## src/rtl/pps_epoch_pkg.sv

```systemverilog
package pps_epoch_pkg;
   localparam int unsigned WORD_W       = 32;
   localparam int unsigned BYTES_PER_W  = WORD_W / 8;
   localparam int unsigned REC_CMD_BASE = 16;
   localparam int unsigned REC_HW_BASE  = 20;
   localparam int unsigned N_COUNTERS   = 2;
   localparam int unsigned IDX_CMD      = 0;
   localparam int unsigned IDX_HW       = 1;

   typedef logic [WORD_W-1:0] epoch_word_t;
endpackage

```

## src/rtl/pps_sync_edge.sv

```systemverilog
module pps_sync_edge #(
   parameter int unsigned STAGES = 2
) (
   input  logic clk,
   input  logic rst_n,
   input  logic pps_raw,
   output logic edge_o
);
   if (STAGES < 2) begin : g_bad_stages
      $error("pps_sync_edge: STAGES must be at least 2");
   end

   logic [STAGES-1:0] sync_q;
   logic              prev_q;

   always_ff @(posedge clk) begin
      if (!rst_n) begin
         sync_q <= '0;
         prev_q <= 1'b0;
      end else begin
         sync_q <= {sync_q[STAGES-2:0], pps_raw};
         prev_q <= sync_q[STAGES-1];
      end
   end

   assign edge_o = sync_q[STAGES-1] & ~prev_q;
endmodule

```

## src/rtl/epoch_counter.sv

```systemverilog
module epoch_counter #(
   parameter int unsigned CNT_W = 31
) (
   input  logic             clk,
   input  logic             rst_n,
   input  logic             clr,
   input  logic             tick,
   output logic [CNT_W-1:0] cnt_o,
   output logic             armed_o
);
   logic [CNT_W-1:0] cnt_q;
   logic             armed_q;

   always_ff @(posedge clk) begin
      if (!rst_n || clr) begin
         cnt_q   <= '0;
         armed_q <= 1'b0;
      end else if (tick) begin
         if (!armed_q) armed_q <= 1'b1;
         else          cnt_q   <= cnt_q + 1'b1;
      end
   end

   assign cnt_o   = cnt_q;
   assign armed_o = armed_q;
endmodule

```

## src/rtl/ref_monitor.sv

```systemverilog
module ref_monitor #(
   parameter int unsigned TIMEOUT_CYC = 187_500_000
) (
   input  logic clk,
   input  logic rst_n,
   input  logic tick,
   output logic present_o
);
   localparam int unsigned TMR_W = $clog2(TIMEOUT_CYC + 1);

   if (TIMEOUT_CYC < 2) begin : g_bad_timeout
      $error("ref_monitor: TIMEOUT_CYC must be at least 2");
   end

   logic [TMR_W-1:0] timer_q;
   logic             present_q;

   always_ff @(posedge clk) begin
      if (!rst_n) begin
         timer_q   <= '0;
         present_q <= 1'b0;
      end else if (tick) begin
         timer_q   <= '0;
         present_q <= 1'b1;
      end else if (present_q) begin
         if (timer_q == TMR_W'(TIMEOUT_CYC - 1)) begin
            present_q <= 1'b0;
            timer_q   <= '0;
         end else begin
            timer_q <= timer_q + 1'b1;
         end
      end
   end

   assign present_o = present_q;
endmodule

```

## src/rtl/op_sequencer.sv

```systemverilog
module op_sequencer (
   input  logic clk,
   input  logic rst_n,
   input  logic cmd_reset,
   input  logic cmd_ctrl,
   input  logic ctrl_mode,
   input  logic cal_done,
   output logic operational_o,
   output logic mode_o
);
   logic ctrl_seen_q;
   logic op_q;
   logic mode_q;
   logic ctrl_seen_d;

   assign ctrl_seen_d = ctrl_seen_q | cmd_ctrl;

   always_ff @(posedge clk) begin
      if (!rst_n) begin
         ctrl_seen_q <= 1'b0;
         op_q        <= 1'b0;
         mode_q      <= 1'b0;
      end else begin
         if (cmd_ctrl) mode_q <= ctrl_mode;
         if (cmd_reset) begin
            ctrl_seen_q <= 1'b0;
            op_q        <= 1'b0;
         end else begin
            ctrl_seen_q <= ctrl_seen_d;
            if (ctrl_seen_d && cal_done) op_q <= 1'b1;
         end
      end
   end

   assign operational_o = op_q;
   assign mode_o        = mode_q;
endmodule

```

## src/rtl/pps_epoch_status.sv

```systemverilog
module pps_epoch_status
   import pps_epoch_pkg::*;
#(
   parameter int unsigned CNT_W       = 31,
   parameter int unsigned SYNC_STAGES = 2,
   parameter int unsigned TIMEOUT_CYC = 187_500_000,
   parameter int unsigned ADDR_W      = 5
) (
   input  logic              clk,
   input  logic              rst_n,
   input  logic              cmd_reset,
   input  logic              cmd_ctrl,
   input  logic              ctrl_mode,
   input  logic              cal_done,
   input  logic              pps_in,
   input  logic              upd_vld_in,
   output logic              upd_vld_out,
   input  logic [ADDR_W-1:0] rec_addr,
   output logic [7:0]        rec_data,
   output logic              ref_present,
   output logic              operational,
   output logic              mode_qpsk
);
   if (CNT_W < 1 || CNT_W > WORD_W - 1) begin : g_bad_cnt_w
      $error("pps_epoch_status: CNT_W must lie in 1..31");
   end
   if ((1 << ADDR_W) < REC_HW_BASE + BYTES_PER_W) begin : g_bad_addr_w
      $error("pps_epoch_status: ADDR_W too narrow for record");
   end

   logic        pps_edge;
   epoch_word_t words [N_COUNTERS];
   epoch_word_t word_cmd;
   epoch_word_t word_hw;

   pps_sync_edge #(.STAGES(SYNC_STAGES)) sync_i (
      .clk(clk), .rst_n(rst_n), .pps_raw(pps_in), .edge_o(pps_edge)
   );

   for (genvar i = 0; i < N_COUNTERS; i++) begin : g_cnt
      logic [CNT_W-1:0] cnt;
      logic             armed;
      logic             clr;
      if (i == IDX_CMD) begin : g_cmd_clr
         assign clr = cmd_reset;
      end else begin : g_hw_clr
         assign clr = 1'b0;
      end
      epoch_counter #(.CNT_W(CNT_W)) cnt_i (
         .clk(clk), .rst_n(rst_n), .clr(clr), .tick(pps_edge),
         .cnt_o(cnt), .armed_o(armed)
      );
      assign words[i] = epoch_word_t'(cnt);
   end

   assign word_cmd = words[IDX_CMD];
   assign word_hw  = words[IDX_HW];

   ref_monitor #(.TIMEOUT_CYC(TIMEOUT_CYC)) ref_i (
      .clk(clk), .rst_n(rst_n), .tick(pps_edge), .present_o(ref_present)
   );

   op_sequencer seq_i (
      .clk(clk), .rst_n(rst_n), .cmd_reset(cmd_reset), .cmd_ctrl(cmd_ctrl),
      .ctrl_mode(ctrl_mode), .cal_done(cal_done),
      .operational_o(operational), .mode_o(mode_qpsk)
   );

   assign upd_vld_out = upd_vld_in & operational;

   always_comb begin
      rec_data = 8'h00;
      for (int j = 0; j < BYTES_PER_W; j++) begin
         if (rec_addr == ADDR_W'(REC_CMD_BASE + j)) rec_data = word_cmd[8*j +: 8];
         if (rec_addr == ADDR_W'(REC_HW_BASE + j))  rec_data = word_hw[8*j +: 8];
      end
   end
endmodule

```

## config.mk

```make
export PLATFORM = sky130hd
export DESIGN_NAME = pps_epoch_status
export DESIGN_NICKNAME = d
export VERILOG_FILES = /design/src/rtl/pps_epoch_pkg.sv /design/src/rtl/pps_sync_edge.sv /design/src/rtl/epoch_counter.sv /design/src/rtl/ref_monitor.sv /design/src/rtl/op_sequencer.sv /design/src/rtl/pps_epoch_status.sv
export SDC_FILE = /design/constraint.sdc
export NUM_CORES = 1
export LEC_CHECK = 0
export BUFFER_PORTS_ARGS = -buffer_cell sky130_fd_sc_hd__buf_4
export CORE_MARGIN = 3
export CORE_UTILIZATION = 45
export DETAILED_ROUTE_END_ITERATION = 6
export SLEW_MARGIN = 30
export SYNTH_ARGS = -nofsm -noshare
export SYNTH_HDL_FRONTEND = slang
export SYNTH_SLANG_ARGS = --single-unit
export TNS_END_PERCENT = 10
```

## constraint.sdc

```tcl
create_clock -name clk -period 3.15 [get_ports clk]
set_clock_uncertainty 0.1 [all_clocks]
set_input_delay 0.315 -clock clk [delete_from_list [all_inputs] [get_ports clk]]
set_output_delay 0.315 -clock clk [all_outputs]
set_load 0.01 [all_outputs]
```

==> summary.txt <==
Outcome: completed
Effective utilization at floorplan: 46.4%
Routed len/inst: 16.9 um
Design Power: 2.51 mW
Port bufs: 24
Warning count from the yosys run: 0
Final Cell Area: 0.00588 sq mm
CTS clock-pin slew for the worst setup and hold paths: 0.06 ns
Fraction of registers with async set/reset: 0%
Cells after Synth: 614
Area delta synth->final: 10.6%
Netlist Area Pre-Place: 0.00532 sq mm
Crit start category: input port
DR vias: 4538
Worst hold path type: input port to flop
Worst Path Arrival: 2.03 ns
# clock sinks: 99
RSZ-0062 raised after global routing: false
Req. time, crit path: 2.73 ns
Top FF cell, synth: dfxtp_1
Mean post-synth cell area: 8.66 sq um
Post-DP HPWL: 9620 um
Slew Viols, Final: 0
DRC violations left: 0
Measured slew at the worst slew-check pin: 0.780 ns
Cell Rows: 39
Die area: 0.0132 sq mm
Total gr overflow: 0
Clock network power share: 46.3%
CORE AREA: 0.0115 sq mm
Clock Root Buffer: clkbuf_16
Leading cell type in the layout, fill and taps excluded: dfxtp_1
PD cells: 427 mW/mm^2
Comb pwr share: 3.5%
First-pass GRT wire length: 22000 um
Seq/Total Area, Yosys: 37.3%
Final setup margin: 0.701 ns
Setup Fix Bufs, Post-CTS: 0
Internal Pwr Total: 1.97 mW
Dpl cell area: 0.00557 sq mm
Initial antenna violation count: 0
Flop pwr share: 50.2%
Syn_nets: 630
WL final: 13100 um
First-pass iteration count of the detailed router: 5
Number of max-cap violations: 0
Post-synth EDFFs: 0
Die height: 115 um
Largest net degree at the start of global routing: 45
Ratio of cells with drive above 1 in the final layout: 11.6%
FF+latch area: 0.00198 sq mm
Distinct cells, synth: 65
Worst setup EP type: output pin
Number of H-tree levels: 3
Diodes inserted: 0
Leak: 2.06 nW
Clock Latency Late Sink: 0.36 ns
Cts bufs inserted: 9
Min cycle time layout: 2.45 ns
Core Util, Final: 51.3%
IO Pins: 25
Area occupied by multi-input gates: 0.00314 sq mm
Post-place setup slack: 0.773 ns
Period utilization: 77.8%
Slew Limit Headroom: 47.6%
Routed Antenna Nets: 0
Final Hold Vio Count: 0
Total track usage: 21.2%
Layout Nets: 643
Clock tree buffer depth: 2
DR iter-0 viols: 355
Max Fclk: 408 MHz
Avg Vias per Cell: 5.86
Most frequent cells in the layout: dfxtp_1, nor2_1, nand2_1, xor2_1, nand3_1
Post-cts sizing count: 0
#FFs+latches synth: 99
Setup violations, final: 0
GPL Wtd Cong: 0.883
Post-CTS Hold Buffers: 0
CTS tree: done
Fillers: 1097
Worst IR Drop VDD: 0.440 mV
Setup tns final: 0 ns
Vias in the first global route: 4247
Psw: 0.547 mW
Crit Path Category: input port to output pin
Die width: 115 um
Sw frac: 21.8%
Crit path max fanout: 7
## power groups by stage
stage	Sequential [mW]	Combinational [mW]	Clock [mW]
floorplan	1.29	0.0531	0
global placement	1.29	0.0883	0
detailed placement	1.29	0.0889	0
CTS	1.26	0.0891	1.19
global route	1.26	0.0986	1.23
finish	1.26	0.0888	1.16
## layer usage
| metal | wire (um) | global-route usage [%] | vias up |
|---|---|---|---|
| li1 | - | - | 2249 |
| met1 | 6530 | 30.5 | 2187 |
| met2 | 5740 | 30.9 | 90 |
| met3 | 683 | 6.24 | 12 |
| met4 | 156 | 5.48 | 0 |
| met5 | 0 | 0 | - |
## worst max-delay path, cell delays in order
cell	delay, ns
buf_4	0.14
nand2b_1	0.21
nor3_1	0.63
a221o_1	0.27
a221oi_1	0.06
o22ai_1	0.23
buf_4	0.17
## cell type report
| cell class | count | area share, % |
|---|---|---|
| tap | 143 | 3.04 |
| multi-input combinational | 474 | 53.4 |
| timing repair buffer | 28 | 3.57 |
| sequential | 99 | 33.7 |
| clock inverter | 4 | 0.808 |
| clock buffer | 12 | 4.53 |
| inverter | 15 | 0.957 |
## through the flow
step	hold slack [ns]	cells
floorplan	0.312	614
global placement	0.317	759
detailed placement	0.323	759
CTS	0.0577	775
global route	0.0734	775
finish	0.0584	775
## cells by family (layout without fill, tap and decap cells)
group                    after synthesis  after routing  synth area share [%]
buffers and inverters                 41             59                  3.65
flip-flops                            99             99                  37.3
multiplexers                          11             11                  2.07
AO/OA/AOI/OAI                         78             78                  10.2
XOR/XNOR                              62             62                  10.2
adder cells (fa/ha/maj)                3              3                 0.706
AND/OR/NAND/NOR                      320            320                  35.9
## state kept, by name, indices dropped and copies added (netlist names)
name                 count
seq_i.mode_o             1
sync_i.sync_q            2
g_cnt.cnt_i.armed_o      2
seq_i.ctrl_seen_q        1
ref_i.present_o          1
g_cnt.cnt_i.cnt_o       62
ref_i.timer_q           28
seq_i.operational_o      1
sync_i.prev_q            1
## worst paths after layout
path | startpoint | to | slack (ns) | depth (start not counted)
max | rec_addr[0] | rec_data[4] | 0.70 | 7
min | cal_done | seq_i.operational_o | 0.06 | 3
max reg2reg | ref_i.timer_q[6] | ref_i.timer_q[14] | 0.84 | 5
min reg2reg | sync_i.sync_q[0] | sync_i.sync_q[1] | 0.34 | 1
## synthesized netlist by cell type, types with 15 or more instances
cell type / number / share of area, %
xor2_1: 37 / 6.1
and2_1: 30 / 3.5
nand3_1: 33 / 3.1
inv_1: 15 / 1.1
xnor2_1: 25 / 4.1
nand2_1: 52 / 3.7
dfxtp_1: 99 / 37
nor3_1: 15 / 1.4
a21oi_1: 19 / 1.8
nor2_1: 56 / 4.0
clkbuf_1: 17 / 1.2
nand4_1: 26 / 3.1
(Power assumes the default switching activity.)
